==> config.mk <==
export PLATFORM = sky130hd
export DESIGN_NAME = minor_loop_mover
export DESIGN_NICKNAME = d
export VERILOG_FILES = /design/src/rtl/mlm_pkg.sv /design/src/rtl/mlm_addr_walker.sv /design/src/rtl/mlm_count_unit.sv /design/src/rtl/mlm_err_flags.sv /design/src/rtl/mlm_fsm.sv /design/src/rtl/minor_loop_mover.sv
export SDC_FILE = /design/constraint.sdc
export NUM_CORES = 1
export LEC_CHECK = 0
export ABC_AREA = 1
export CAP_MARGIN = 20
export CORE_UTILIZATION = 30
export DETAILED_ROUTE_END_ITERATION = 8
export GPL_TIMING_DRIVEN = 0
export MAX_ROUTING_LAYER = met4
export SYNTH_ARGS = -nofsm -noshare
export SYNTH_HDL_FRONTEND = slang
export SYNTH_HIERARCHICAL = 1
export SYNTH_SLANG_ARGS = --single-unit
==> constraint.sdc <==
create_clock -name clk -period 5.8 [get_ports clk]
set_input_delay 1.16 -clock clk [delete_from_list [all_inputs] [get_ports clk]]
set_output_delay 1.16 -clock clk [all_outputs]
set_load 0.01 [all_outputs]
==> src/rtl/mlm_pkg.sv <==
package mlm_pkg;

    typedef enum logic [2:0] {
        ST_IDLE      = 3'd0,
        ST_READ      = 3'd1,
        ST_WRITE     = 3'd2,
        ST_WRITEBACK = 3'd3,
        ST_DONE      = 3'd4
    } mlm_state_e;

    // Bytes in one transfer unit for a given log2 size code.
    function automatic logic [3:0] unit_bytes(input logic [1:0] size_lg);
        return 4'd1 << size_lg;
    endfunction

endpackage

==> src/rtl/mlm_addr_walker.sv <==
module mlm_addr_walker #(
    parameter int AW = 32,
    parameter int OW = 16
) (
    input  logic          clk,
    input  logic          rst_n,
    input  logic          load,
    input  logic [AW-1:0] base,
    input  logic [OW-1:0] offset,
    input  logic          beat_done,
    input  logic          beat_err,
    output logic [AW-1:0] addr_q
);
    logic [OW-1:0] off_q;
    logic [AW-1:0] off_ext;

    generate
        if (AW > OW) begin : g_sext
            assign off_ext = {{(AW-OW){off_q[OW-1]}}, off_q};
        end else begin : g_trunc
            assign off_ext = off_q[AW-1:0];
        end
    endgenerate

    always_ff @(posedge clk or negedge rst_n) begin
        if (!rst_n) begin
            addr_q <= '0;
            off_q  <= '0;
        end else if (load) begin
            addr_q <= base;
            off_q  <= offset;
        end else if (beat_done && !beat_err) begin
            addr_q <= addr_q + off_ext;
        end
    end

    // A failed beat leaves the address at the faulting location.
    assert_err_hold_addr_R5: assert property (@(posedge clk) disable iff (!rst_n)
        (beat_done && beat_err && !load) |=> (addr_q == $past(addr_q)));

endmodule

==> src/rtl/mlm_count_unit.sv <==
module mlm_count_unit
    import mlm_pkg::*;
#(
    parameter int CW = 16
) (
    input  logic          clk,
    input  logic          rst_n,
    input  logic          load,
    input  logic [CW-1:0] nbytes,
    input  logic [1:0]    size_lg,
    input  logic          wr_done,
    input  logic          wr_err,
    output logic [CW-1:0] cnt_q,
    output logic [1:0]    size_lg_q,
    output logic          cnt_last
);
    logic [CW-1:0] step;

    assign step     = CW'(unit_bytes(size_lg_q));
    assign cnt_last = (cnt_q <= step);

    always_ff @(posedge clk or negedge rst_n) begin
        if (!rst_n) begin
            cnt_q     <= '0;
            size_lg_q <= '0;
        end else if (load) begin
            cnt_q     <= nbytes;
            size_lg_q <= size_lg;
        end else if (wr_done && !wr_err) begin
            cnt_q <= cnt_last ? '0 : (cnt_q - step);
        end
    end

    // Between loads the remaining count never grows.
    assert_cnt_nonincr_R4: assert property (@(posedge clk) disable iff (!rst_n)
        !load |=> (cnt_q <= $past(cnt_q)));

    // A failed write leaves the count unchanged.
    assert_err_hold_cnt_R5: assert property (@(posedge clk) disable iff (!rst_n)
        (wr_done && wr_err && !load) |=> (cnt_q == $past(cnt_q)));

endmodule

==> src/rtl/mlm_err_flags.sv <==
module mlm_err_flags (
    input  logic clk,
    input  logic rst_n,
    input  logic clear,
    input  logic rd_done,
    input  logic wr_done,
    input  logic bus_err,
    output logic src_err,
    output logic dst_err
);
    always_ff @(posedge clk or negedge rst_n) begin
        if (!rst_n) begin
            src_err <= 1'b0;
            dst_err <= 1'b0;
        end else if (clear) begin
            src_err <= 1'b0;
            dst_err <= 1'b0;
        end else begin
            if (rd_done && bus_err) src_err <= 1'b1;
            if (wr_done && bus_err) dst_err <= 1'b1;
        end
    end

    assert_src_sticky_R9: assert property (@(posedge clk) disable iff (!rst_n)
        (src_err && !clear) |=> src_err);

    assert_dst_sticky_R9: assert property (@(posedge clk) disable iff (!rst_n)
        (dst_err && !clear) |=> dst_err);

endmodule

==> src/rtl/mlm_fsm.sv <==
module mlm_fsm
    import mlm_pkg::*;
(
    input  logic clk,
    input  logic rst_n,
    input  logic start,
    input  logic cfg_zero,
    input  logic bus_ack,
    input  logic bus_err,
    input  logic cnt_last,
    input  logic src_err,
    input  logic dst_err,
    output logic load,
    output logic rd_done,
    output logic wr_done,
    output logic bus_req,
    output logic bus_we,
    output logic busy,
    output logic done,
    output logic wb_valid
);
    mlm_state_e state_q, state_d;
    logic       resp;

    assign resp = bus_ack | bus_err;
    assign load = start && ((state_q == ST_IDLE) || (state_q == ST_DONE));

    // Next-state selection
    always_comb begin
        state_d = state_q;
        unique case (state_q)
            ST_IDLE, ST_DONE: begin
                if (start) state_d = cfg_zero ? ST_WRITEBACK : ST_READ;
            end
            ST_READ: begin
                if (resp) state_d = dst_err ? ST_WRITEBACK : ST_WRITE;
            end
            ST_WRITE: begin
                if (resp) begin
                    if (bus_err)
                        state_d = src_err ? ST_WRITEBACK : ST_READ;
                    else
                        state_d = (src_err || cnt_last) ? ST_WRITEBACK : ST_READ;
                end
            end
            ST_WRITEBACK: state_d = ST_DONE;
            default:      state_d = ST_IDLE;
        endcase
    end

    // State register
    always_ff @(posedge clk or negedge rst_n) begin
        if (!rst_n) state_q <= ST_IDLE;
        else        state_q <= state_d;
    end

    // Moore outputs plus beat-completion strobes
    always_comb begin
        bus_req  = 1'b0;
        bus_we   = 1'b0;
        busy     = 1'b0;
        done     = 1'b0;
        wb_valid = 1'b0;
        rd_done  = 1'b0;
        wr_done  = 1'b0;
        unique case (state_q)
            ST_IDLE: ;
            ST_READ: begin
                bus_req = 1'b1;
                busy    = 1'b1;
                rd_done = resp;
            end
            ST_WRITE: begin
                bus_req = 1'b1;
                bus_we  = 1'b1;
                busy    = 1'b1;
                wr_done = resp;
            end
            ST_WRITEBACK: begin
                busy     = 1'b1;
                wb_valid = 1'b1;
            end
            ST_DONE: done = 1'b1;
            default: ;
        endcase
    end

    assert_wb_then_done_R9: assert property (@(posedge clk) disable iff (!rst_n)
        wb_valid |=> done);

    assert_done_hold_R9: assert property (@(posedge clk) disable iff (!rst_n)
        (done && !start) |=> done);

    assert_wb_single_R8: assert property (@(posedge clk) disable iff (!rst_n)
        wb_valid |=> !wb_valid);

    assert_rd_err_write_R6: assert property (@(posedge clk) disable iff (!rst_n)
        (state_q == ST_READ && bus_err && !dst_err) |=> (state_q == ST_WRITE));

    assert_deferred_end_R7: assert property (@(posedge clk) disable iff (!rst_n)
        (state_q == ST_READ && resp && dst_err) |=> (state_q == ST_WRITEBACK));

    assert_start_busy_R10: assert property (@(posedge clk) disable iff (!rst_n)
        load |=> busy);

endmodule

==> src/rtl/minor_loop_mover.sv <==
module minor_loop_mover #(
    parameter int AW = 32,
    parameter int DW = 32,
    parameter int OW = 16,
    parameter int CW = 16
) (
    input  logic          clk,
    input  logic          rst_n,
    input  logic          start,
    input  logic [AW-1:0] cfg_src,
    input  logic [AW-1:0] cfg_dst,
    input  logic [OW-1:0] cfg_src_off,
    input  logic [OW-1:0] cfg_dst_off,
    input  logic [CW-1:0] cfg_nbytes,
    input  logic [1:0]    cfg_size_lg,
    output logic          bus_req,
    output logic          bus_we,
    output logic [AW-1:0] bus_addr,
    output logic [1:0]    bus_size,
    output logic [DW-1:0] bus_wdata,
    input  logic [DW-1:0] bus_rdata,
    input  logic          bus_ack,
    input  logic          bus_err,
    output logic          busy,
    output logic          done,
    output logic          src_err,
    output logic          dst_err,
    output logic          wb_valid,
    output logic [AW-1:0] wb_src,
    output logic [AW-1:0] wb_dst,
    output logic [CW-1:0] wb_count
);
    logic          load, rd_done, wr_done, cnt_last;
    logic [AW-1:0] src_q, dst_q;
    logic [CW-1:0] cnt_q;
    logic [1:0]    size_lg_q;
    logic [DW-1:0] data_q;

    mlm_fsm u_fsm (
        .clk      (clk),
        .rst_n    (rst_n),
        .start    (start),
        .cfg_zero (cfg_nbytes == '0),
        .bus_ack  (bus_ack),
        .bus_err  (bus_err),
        .cnt_last (cnt_last),
        .src_err  (src_err),
        .dst_err  (dst_err),
        .load     (load),
        .rd_done  (rd_done),
        .wr_done  (wr_done),
        .bus_req  (bus_req),
        .bus_we   (bus_we),
        .busy     (busy),
        .done     (done),
        .wb_valid (wb_valid)
    );

    mlm_addr_walker #(.AW(AW), .OW(OW)) u_src_walk (
        .clk       (clk),
        .rst_n     (rst_n),
        .load      (load),
        .base      (cfg_src),
        .offset    (cfg_src_off),
        .beat_done (rd_done),
        .beat_err  (bus_err),
        .addr_q    (src_q)
    );

    mlm_addr_walker #(.AW(AW), .OW(OW)) u_dst_walk (
        .clk       (clk),
        .rst_n     (rst_n),
        .load      (load),
        .base      (cfg_dst),
        .offset    (cfg_dst_off),
        .beat_done (wr_done),
        .beat_err  (bus_err),
        .addr_q    (dst_q)
    );

    mlm_count_unit #(.CW(CW)) u_count (
        .clk       (clk),
        .rst_n     (rst_n),
        .load      (load),
        .nbytes    (cfg_nbytes),
        .size_lg   (cfg_size_lg),
        .wr_done   (wr_done),
        .wr_err    (bus_err),
        .cnt_q     (cnt_q),
        .size_lg_q (size_lg_q),
        .cnt_last  (cnt_last)
    );

    mlm_err_flags u_flags (
        .clk     (clk),
        .rst_n   (rst_n),
        .clear   (load),
        .rd_done (rd_done),
        .wr_done (wr_done),
        .bus_err (bus_err),
        .src_err (src_err),
        .dst_err (dst_err)
    );

    // Read data is kept even on an errored read; the paired write uses it.
    always_ff @(posedge clk or negedge rst_n) begin
        if (!rst_n)       data_q <= '0;
        else if (rd_done) data_q <= bus_rdata;
    end

    assign bus_addr  = bus_we ? dst_q : src_q;
    assign bus_size  = size_lg_q;
    assign bus_wdata = data_q;
    assign wb_src    = src_q;
    assign wb_dst    = dst_q;
    assign wb_count  = cnt_q;

    // The write that follows a read carries that read's data.
    assert_wdata_from_read_R3: assert property (@(posedge clk) disable iff (!rst_n)
        (rd_done && !dst_err) |=> (bus_wdata == $past(bus_rdata)));

endmodule

# Yosys cells after proc, flatten, opt, wreduce, memory -nomap -nowiden
# Index checks and enable logic that the tools add are counted.
[word_totals] register_bits=151 wordCells=69 out_inout_bits=153
[classes] n_bitwise=1 n_shift=1 muxes=28 n_addsub=3 reduce_logical=18 magnitude_cmp=1 eq_ne=7
[op_table] operator="$mux W32" n=5
[op_table] operator="$add A32 B32 Y32" n=2
[op_table] operator="$mux W16" n=3
[op_table] operator="$le A16 B4 Y1" n=1
[op_table] operator="$logic_not A16 Y1" n=1
[op_table] operator="$sub A16 B4 Y16" n=1
[op_table] operator="$mux W1" n=12
[op_table] operator="$mux W3" n=4
[op_table] operator="$pmux W3 S4" n=1
[op_table] operator="$reduce_bool A2 Y1" n=4
[op_table] operator="$eq A3 B2 Y1 const B" n=2
[op_table] operator="$mux W2" n=3
[op_table] operator="$logic_and A1 B1 Y1" n=5
[op_table] operator="$ne A2 B1 Y1 const B" n=2
[op_table] operator="$reduce_or A2 Y1" n=2
[op_table] operator="$shl A1 B2 Y4 const A" n=1
[op_table] operator="$eq A3 B1 Y1 const B" n=1
[op_table] operator="$eq A3 B3 Y1 const B" n=1
[op_table] operator="$logic_not A3 Y1" n=1
[op_table] operator="$reduce_and A3 Y1" n=1
[op_table] operator="$reduce_or A3 Y1" n=1
[op_table] operator="$logic_or A1 B1 Y1" n=2
[op_table] operator="$ne A2 B2 Y1 const B" n=1
[op_table] operator="$logic_not A1 Y1" n=1
[op_table] operator="$or A1 B1 Y1" n=1

# Logic depth before layout (Yosys ltp)
# Gate-level depths: netlist of run 1.
[logic_depth] depth_word=7 ltp_mapped=15

# By module
# Netlist of run 1, hierarchy kept.
[modules_own_cells] mod="mlm_addr_walker (u_src_walk)" cells_each=721 area_per_inst_um2=4436.8 seq_area_each_um2=1201.2 n_inst=1
[modules_own_cells] mod="mlm_addr_walker (u_dst_walk)" cells_each=721 area_per_inst_um2=4361.7 seq_area_each_um2=1201.2 n_inst=1
[modules_own_cells] mod="minor_loop_mover" cells_each=131 area_per_inst_um2=1993.2 seq_area_each_um2=800.8 n_inst=1
[modules_own_cells] mod="mlm_count_unit" cells_each=194 area_per_inst_um2=1350.0 seq_area_each_um2=450.4 n_inst=1
[modules_own_cells] mod="mlm_fsm" cells_each=43 area_per_inst_um2=240.2 seq_area_each_um2=75.1 n_inst=1
[modules_own_cells] mod="mlm_err_flags" cells_each=8 area_per_inst_um2=75.1 seq_area_each_um2=50.0 n_inst=1

# Least setup slack after synthesis of run 1
# Ideal clock, no wire load.
[synth_path] path_type="input-to-reg" startpoint="in start" endpoint="reg u_dst_walk.addr_q[13]" path_buffers=1 t_required_ns=5.676 arrival_ns=2.640 slack_ns=3.036 path_stages=8 path_cell_list="inv_1 > nor2_1 > inv_2 > nand2_2 > inv_2 > buf_2 > a22o_1 > o21bai_1"
[synth_via] elab_chain_cells=2 elab_cells_between_ends=3 classes_between="mux (1); reduce/logical (2)"
[synth_rtl] element="start: declaration" line_no="minor_loop_mover.sv:9" text="input logic start,"
[synth_rtl] element="$logic_and A1 B1 Y1 (*)" line_no="mlm_fsm.sv:26" text="assign load = start && ((state_q == ST_IDLE) || (state_q == ST_DONE));"
[synth_rtl] element="named net load" line_no="minor_loop_mover.sv:33" text="logic load, rd_done, wr_done, cnt_last;"
[synth_rtl] element="$mux W32 or $reduce_bool A2 Y1 (tied branches)"
[synth_rtl] element="end signal: assignment" line_no="mlm_addr_walker.sv:30" text="addr_q <= base;"
[synth_rtl] element="end signal: assignment" line_no="mlm_addr_walker.sv:33" text="addr_q <= addr_q + off_ext;"
[synth_rtl] element="end: declaration" line_no="mlm_addr_walker.sv:12" text="output logic [AW-1:0] addr_q"
# Mark *: on every way through the listed nets, which the timed path passes. The rest lies on a longest branch.
# A chain may end at the register's enable or synchronous reset.

# Final worst setup path of run 1
[layout_path] startpoint="reg u_fsm.state_q[2]" endpoint="out bus_addr[6]"
[layout_via] elab_chain_cells=3
[layout_rtl] element="start: declaration" line_no="mlm_fsm.sv:22" text="mlm_state_e state_q, state_d;"
[layout_rtl] element="start signal: assignment" line_no="mlm_fsm.sv:54" text="else state_q <= state_d;"
[layout_rtl] element="$eq A3 B2 Y1" line_no="mlm_fsm.sv:66" text="unique case (state_q)"
[layout_rtl] element="$mux W1" line_no="mlm_fsm.sv:66"
[layout_rtl] element="$mux W32" line_no="minor_loop_mover.sv:111" text="assign bus_addr = bus_we ? dst_q : src_q;"
[layout_rtl] element="end: declaration" line_no="minor_loop_mover.sv:18" text="output logic [AW-1:0] bus_addr,"
# Every way passes these cells.

==> results of run 1 <==
state kept, by name, summed over array words and instances (netlist names):
signal             count
u_src_walk/off_q      16
bus_wdata             32
u_count/size_lg_q      2
u_flags/src_err        1
u_fsm/state_q          3
u_count/cnt_q         16
u_flags/dst_err        1
u_src_walk/addr_q     32
u_dst_walk/off_q      16
u_dst_walk/addr_q     32
worst min-delay path: cells and delay by family (launching register included):
kind             cells  cell delay (ps)
AND/OR/NAND/NOR      2              100
flip-flops           1              360
metal layers:
layer,up-vias,wire length [um]
met2,317,22320
met3,66,2054
li1,6346,-
met1,5816,20120
met4,0,1309
met5,-,0
through the flow:
stage / setup slack (ps) / area, sq um
3_3_place_gp: -3137 / 16160
2_1_floorplan: 3036 / 12460
4_1_cts: 1972 / 16770
5_1_grt: 1924 / 16790
6_report: 2029 / 16790
3_5_place_dp: 2056 / 16200
placed cells by master, fill, tap and decap left out, drive strengths merged, types with 4 or more instances in the layout:
master / n
ha: 66
inv: 308
clkbuf: 27
diode: 7
o211ai: 18
clkinv: 5
a22o: 32
nor2: 135
mux2: 64
a31oi: 4
nand2: 739
nand3b: 10
xnor2: 22
o21ai: 15
clkdlybuf4s50: 302
o21bai: 21
dfrtp: 151
a21oi: 48
buf: 30
and2: 7
nand4: 15
nand3: 121
logic make-up after synthesis:
group,after synthesis,share of synthesized area (%)
AO/OA/AOI/OAI,139,7.423
XOR/XNOR,24,1.687
adder cells (fa/ha/maj),69,7.111
buffers and inverters,339,11.27
flip-flops,151,30.33
multiplexers,64,7.593
AND/OR/NAND/NOR,1032,34.58
cell type report:
class	instances	area, sq um	share of cell area [%]
flip-flops and latches	151	3779	22.50
diodes	7	17.52	0.1043
plain buffers	34	259.0	1.542
multi-input cells	1328	7274	43.32
clock buffers	20	456.7	2.720
clock inverters	12	118.9	0.7078
inverters	305	1145	6.818
well taps	532	665.6	3.964
repair buffers	305	3077	18.32
worst max-delay path by stage:
stage	from	endpoint	slack, ps	cells past startpoint
5_1_grt	u_fsm/state_q[2]	bus_addr[11]	1920	7
3_3_place_gp	rst_n	u_dst_walk/addr_q[24]	-3140	1
3_5_place_dp	start	u_dst_walk/addr_q[19]	2060	8
4_1_cts	u_fsm/state_q[2]	bus_addr[11]	1970	7
6_report	u_fsm/state_q[2]	bus_addr[6]	2030	7
2_1_floorplan	start	u_dst_walk/addr_q[13]	3040	8
report_power, final:
part / total (mW) / leakage (nW) / switching, mW / internal, mW
logic: 7.30 / 6.62 / 4.04 / 3.26
clock network: 1.13 / 0.274 / 0.512 / 0.617
registers: 2.32 / 1.83 / 0.744 / 1.57
==> reports/metrics.cfg, run 1 <==
[run_status]
status=finished, final reports clean

[floorplan]
fp.dieW_um=205.8
core_sq_um=40920
die_h_um=205.8
die_area_sq_um=42340
ioPinCount=304
core.rowCount=74
start_util_pct=30.44

[global_routing]
grt_pass1_vias=12360
busiest_layer=met2
use_met3_pct=3.643
met1_usage_pct=27.89
antenna_found_initial=7
grt_start_max_net_pins=86
grt_pass1_wl_um=69990
overflow=0
gr-usage-met2_pct=37.39
grt_use_total_pct=22.86

[yosys]
synth_area_leaders=dfrtp_1 (30%), nand2_1 (21%), inv_1 (8.9%)
yosys.cell_count.top_type=nand2_1
ys_warn_count=6
ys_async_sr_fraction_pct=100.0
synth.top_cell.area_share_pct=30.33
yosys.area.top_type=dfrtp_1
synth.avg_cell_area_sq_um=6.852
ys_seq_area_share_pct=30.33
ys.flop_type=dfrtp_1
synth_edf_count=0
syn_area_sq_um=12460
syn_nets=2038
synth_cell_types=38
ys_top_cells_by_count=nand2_1 (713), inv_1 (296), dfrtp_1 (151), nor2_1 (117), nand3_1 (115)
synth_seq_cells=151
netlist_instances=1818

[setup_path]
r2r-start=u_fsm/state_q[0]
path_delay_family=buffers and inverters
worst_setup_path_end_kind=output port
critPathBufInv=4
ff2ff_path_depth=8
critical_path_required_ps=4640
path_cells=inv_2 -> nand2_1 -> nor2_1 -> buf_6 -> buf_12 -> mux2_4 -> clkdlybuf4s50_1
start_kind=flip-flop
rr_endpoint=u_dst_walk/addr_q[19]
cp_max_fo=10
reg2reg_slack_ps=2980
slowest_delay_ps=550
slowest_stage=clkdlybuf4s50_1
path_class=reg -> out
worstPathArrival_ps=2610

[routing]
viasPerCell=4.657
drtAntennaViolNets=0
wl_um=45800
drt-wirelength-per-cell_um=17.00
drt_iter0_drc=676
vias=12550
drtPass1Iterations=5
drc=0

[place]
gp_congestion=0.9256
portBuffers=303
place_inst=2655
post-dp-hpwl_um=36630

[cts]
cts_hold_buf=0
cts_num_sinks=151
cts_tree=yes
clkTransAtPathRegs_ps=70
cts_buffer_depth=2
htreeDepth=4
cts_root_buf=clkbuf_16
cts_resized=0
clock_latency_ps=480
postCtsSetupRepairBufs=0
cts_buffers=17

[power]
total_power_mw=10.75
p_leak_nw=8.724
power.density_nw_per_um2=640.0
ir_drop_mv=0.2133

[final_layout]
final_nets=2362
drive_above_1_share_pct=8.492
post-route-util_pct=41.03
nFillCells=4312
instances_no_fill=2694
area_delta_synth_final_pct=34.80

[sta]
post-route-period-util_pct=65.01
hold_viol=0
fmax_mhz=265.2
slew-limit-headroom_pct=42.63
rsz0062_at_grt=false
finClkSkew_ps=12.00
finalSetupViolCount=0
worst_pin_slew_ps=860.5
final.hold.worst_slack_ps=486.3
drv_slew=0
period_minus_slack_ps=3771
fin_setup_tns_ps=0

[worst_hold_path]
hold_end=u_dst_walk/off_q[2]
hold_class=reg -> reg
worstHoldStart=u_dst_walk/off_q[2]
hold_depth=2

[job]
cap_viol_max_count=0

Power figures use the tool's default switching activity.
==> inputs of run 2 (changes only) <==
Clock period 5.8 ns to 3.3 ns, I/O delays scaled along.
==> reports/metrics.cfg, run 2 (synthesis results as in run 1) <==
[run_status]
status=finished, final reports clean

[routing]
drtPass1Iterations=5
viasPerCell=4.648
drt-wirelength-per-cell_um=17.00
drt_iter0_drc=753
wl_um=45810
vias=12530
drtAntennaViolNets=0
drc=0

[global_routing]
busiest_layer=met2
grt_pass1_wl_um=70040
gr-usage-met2_pct=37.30
overflow=0
met1_usage_pct=27.91
use_met3_pct=3.643
grt_use_total_pct=22.87
antenna_found_initial=8
grt_start_max_net_pins=86
grt_pass1_vias=12360

[floorplan]
die_area_sq_um=42340
core.rowCount=74
core_sq_um=40920
ioPinCount=304
start_util_pct=30.44
fp.dieW_um=205.8
die_h_um=205.8

[final_layout]
final_nets=2362
multiInputGateArea_sq_um=7282
final_area_sq_um=16800
instances_no_fill=2695
register_area_sq_um=3779
final_common_cell=nand2_1
area_delta_synth_final_pct=34.88
final_cell_mix=nand2_1 (713), clkdlybuf4s50_1 (302), inv_1 (296)
nFillCells=4316
drive_above_1_share_pct=8.538

[setup_path]
worst_setup_path_end_kind=output port
reg2reg_slack_ps=440
r2r-start=u_fsm/state_q[0]
cp_max_fo=10
start_kind=flip-flop
path_class=reg -> out
critical_path_required_ps=2640
worstPathArrival_ps=2500
cp-startpoint=u_fsm/state_q[2]

[cts]
clock_latency_ps=480
cts_num_sinks=151
clkTransAtPathRegs_ps=70
cts_buffer_depth=2
cts_resized=1
cts_root_buf=clkbuf_16
postCtsSetupRepairBufs=0
cts_buffers=17
htreeDepth=4
cts_hold_buf=0
cts_tree=yes

[sta]
hold_viol=0
fin_setup_tns_ps=0
rsz0062_at_grt=false
period_minus_slack_ps=3165
slew-limit-headroom_pct=43.01
post-route-period-util_pct=95.90
finalSetupViolCount=0
final.hold.worst_slack_ps=133.3
finClkSkew_ps=12.63
worst_pin_slew_ps=854.8
fmax_mhz=316.0
drv_slew=0

[place]
place_inst=2655
post-dp-hpwl_um=36630
place_area_sq_um=16200
portBuffers=303
gp_congestion=0.9256

[power]
p_leak_nw=8.725
power.density_nw_per_um2=1124
total_power_mw=18.88
ir_drop_mv=0.3747

[job]
cap_viol_max_count=0

[worst_hold_path]
hold_class=in -> async

run 2: cell count changes in the layout (fill, tap and decap cells not counted), sizes merged:
cell / previous run / this run
diode: 7 / 8
run 2: cell type report:
| class | count | area share (%) |
|---|---|---|
| clock inverter | 12 | 0.7074 |
| timing repair buffer | 305 | 18.31 |
| multi-input combinational | 1328 | 43.34 |
| tap | 532 | 3.962 |
| sequential | 151 | 22.49 |
| clock buffer | 20 | 2.718 |
| buffer | 34 | 1.541 |
| inverter | 305 | 6.814 |
| antenna | 8 | 0.1191 |
run 2: power by group:
group          switching (mW)  internal [mW]  total, mW  leakage [nW]
Sequential               1.30           2.77       4.07          1.83
Clock                   0.896           1.08       1.98         0.274
Combinational            7.10           5.73       12.8          6.62
Total                    9.30           9.58       18.9          8.72
run 2: final timing paths:
check | depth (start not counted) | to
max | 7 | bus_addr[6]
min | 1 | u_count/cnt_q[10]
max reg2reg | 8 | u_dst_walk/addr_q[19]
min reg2reg | 2 | u_dst_walk/off_q[0]
max in group asynchronous | 2 | u_dst_walk/addr_q[22]
min in group clk | 2 | u_dst_walk/off_q[0]
run 2: per-layer routing:
metal / share of wire (%) / wire length (um)
met3: 4.2 / 1939
met2: 49 / 22330
met1: 44 / 20170
met5: 0 / 0
met4: 3.0 / 1362
run 2: stage by stage:
step                worst slack [ps]  util (%)
global route                   34.86     41.06
floorplan                       1036         -
detailed placement             56.17     39.58
global placement               -5137     39.48
CTS                            63.90     41.00
finish                         135.3     41.06
run 2: worst max-delay path: stages (launching register included):
cell             delay, ps
dfrtp_1                420
inv_2                  120
nand2_1                120
nor2_4                 150
buf_6                  180
buf_12                 170
mux2_4                 300
clkdlybuf4s50_1        550
==> inputs of run 3 (changes only) <==
Settings changed: CORE_MARGIN set to 3, CORE_UTILIZATION 30 to 40, PLACE_DENSITY set to 0.69, SKIP_LAST_GASP set to 1.
==> reports/metrics.cfg, run 3 (synthesis results as in run 1) <==
[run_status]
status=finished, final reports clean

[floorplan]
die_h_um=182.5
core_sq_um=30190
die_area_sq_um=33300
start_util_pct=41.26
fp.dieW_um=182.5
ioPinCount=304
core.rowCount=63

[power]
power.density_nw_per_um2=1137
p_leak_nw=8.752
ir_drop_mv=0.4216

[sta]
fmax_mhz=322.9
period_minus_slack_ps=3097
drv_slew=0
final.setup.worst_slack_ps=202.8
finClkSkew_ps=17.89
fin_setup_tns_ps=0
worst_pin_slew_ps=822.4
slew-limit-headroom_pct=45.17
post-route-period-util_pct=93.85
hold_viol=0
finalSetupViolCount=0
rsz0062_at_grt=false

[setup_path]
critical_path_required_ps=2640
ff2ff_path_depth=8
worstPathArrival_ps=2440
start_kind=flip-flop
cp_max_fo=10
path_cells=inv_2 -> nand2_1 -> nor2_2 -> buf_6 -> buf_12 -> mux2_4 -> clkdlybuf4s50_1
path_class=reg -> out
slowest_delay_ps=550
slowest_stage=clkdlybuf4s50_1
worst_setup_path_end_kind=output port

[routing]
drt_iter0_drc=836
drc=0
drtAntennaViolNets=0
vias=12690
viasPerCell=4.970
wl_um=44400
drt-wirelength-per-cell_um=17.39
drtPass1Iterations=5

[place]
post-dp-hpwl_um=35440
portBuffers=303
place_area_sq_um=16020
gp_congestion=0.9498
place_inst=2513
place_ws_ps=182.2

[final_layout]
final_area_sq_um=16670
drive_above_1_share_pct=8.585
final_common_cell=nand2_1
final_nets=2362
area_delta_synth_final_pct=33.83
final_cell_mix=nand2_1 (713), clkdlybuf4s50_1 (302), inv_1 (296)
instances_no_fill=2553

[global_routing]
grt_start_max_net_pins=113
antenna_found_initial=8
overflow=0
grt_pass1_wl_um=68100
grt_use_total_pct=26.95
grt_pass1_vias=12290

[cts]
cts_buffer_depth=2
cts_tree=yes
cts_buffers=17
htreeDepth=4
cts_resized=0
cts_hold_buf=0
cts_num_sinks=151
clock_latency_ps=450
postCtsSetupRepairBufs=0
cts_root_buf=clkbuf_16
clkTransAtPathRegs_ps=90

[worst_hold_path]
hold_class=in -> async

[job]
cap_viol_max_count=0

## run 3: cell count changes in the layout (fill, tap and decap cells not counted), sizes merged
cell	before	now
inv	308	310
clkbuf	27	24
clkinvlp	3	0
bufinv	1	0
clkinv	5	10
## run 3: final timing paths
check	from	to	slack (ps)
setup reg to reg	u_fsm/state_q[0]	u_dst_walk/addr_q[17]	640
setup / recovery	u_fsm/state_q[2]	bus_addr[10]	200
hold reg to reg	u_dst_walk/off_q[0]	u_dst_walk/off_q[0]	480
hold / removal	rst_n	u_count/cnt_q[13]	80
max in group asynchronous	rst_n	u_dst_walk/addr_q[14]	2320
min in group clk	u_dst_walk/off_q[0]	u_dst_walk/off_q[0]	480
## run 3: area by class of cell
| type | count | area (sq um) |
|---|---|---|
| clock buffers | 17 | 425.4 |
| clock inverters | 15 | 201.4 |
| repair buffers | 305 | 3077 |
| flip-flops and latches | 151 | 3779 |
| inverters | 305 | 1145 |
| diodes | 8 | 20.02 |
| well taps | 390 | 488.0 |
| multi-input cells | 1328 | 7277 |
| fillers | 2938 | 13520 |
| plain buffers | 34 | 259.0 |
## run 3: worst max-delay path, delay by kind of cell, from the launching register on
kind                   cells  cell delay, ps
buffers and inverters      4            1020
DFF                        1             430
muxes                      1             300
and+or+nand+nor            2             250
## run 3: per-stage QoR
stage	utilization, %	hold slack (ps)	total power [mW]
2_1_floorplan	-	364.4	11.94
3_3_place_gp	52.92	462.9	16.57
3_5_place_dp	53.07	465.6	16.74
4_1_cts	55.15	82.28	18.92
5_1_grt	55.22	85.62	20.54
6_report	55.22	79.78	18.95
## run 3: report_power, final
group	switching, mW	internal (mW)
registers	1.28	2.76
clock network	1.04	1.04
logic	7.09	5.74
## run 3: routing by layer
layer	up-vias	part of all wire (%)	global-route usage [%]
met4	0	3.2	10.57
met3	63	4.1	2.531
met1	5928	45	34.79
met5	-	0	-
li1	6342	-	-
met2	355	48	43.84
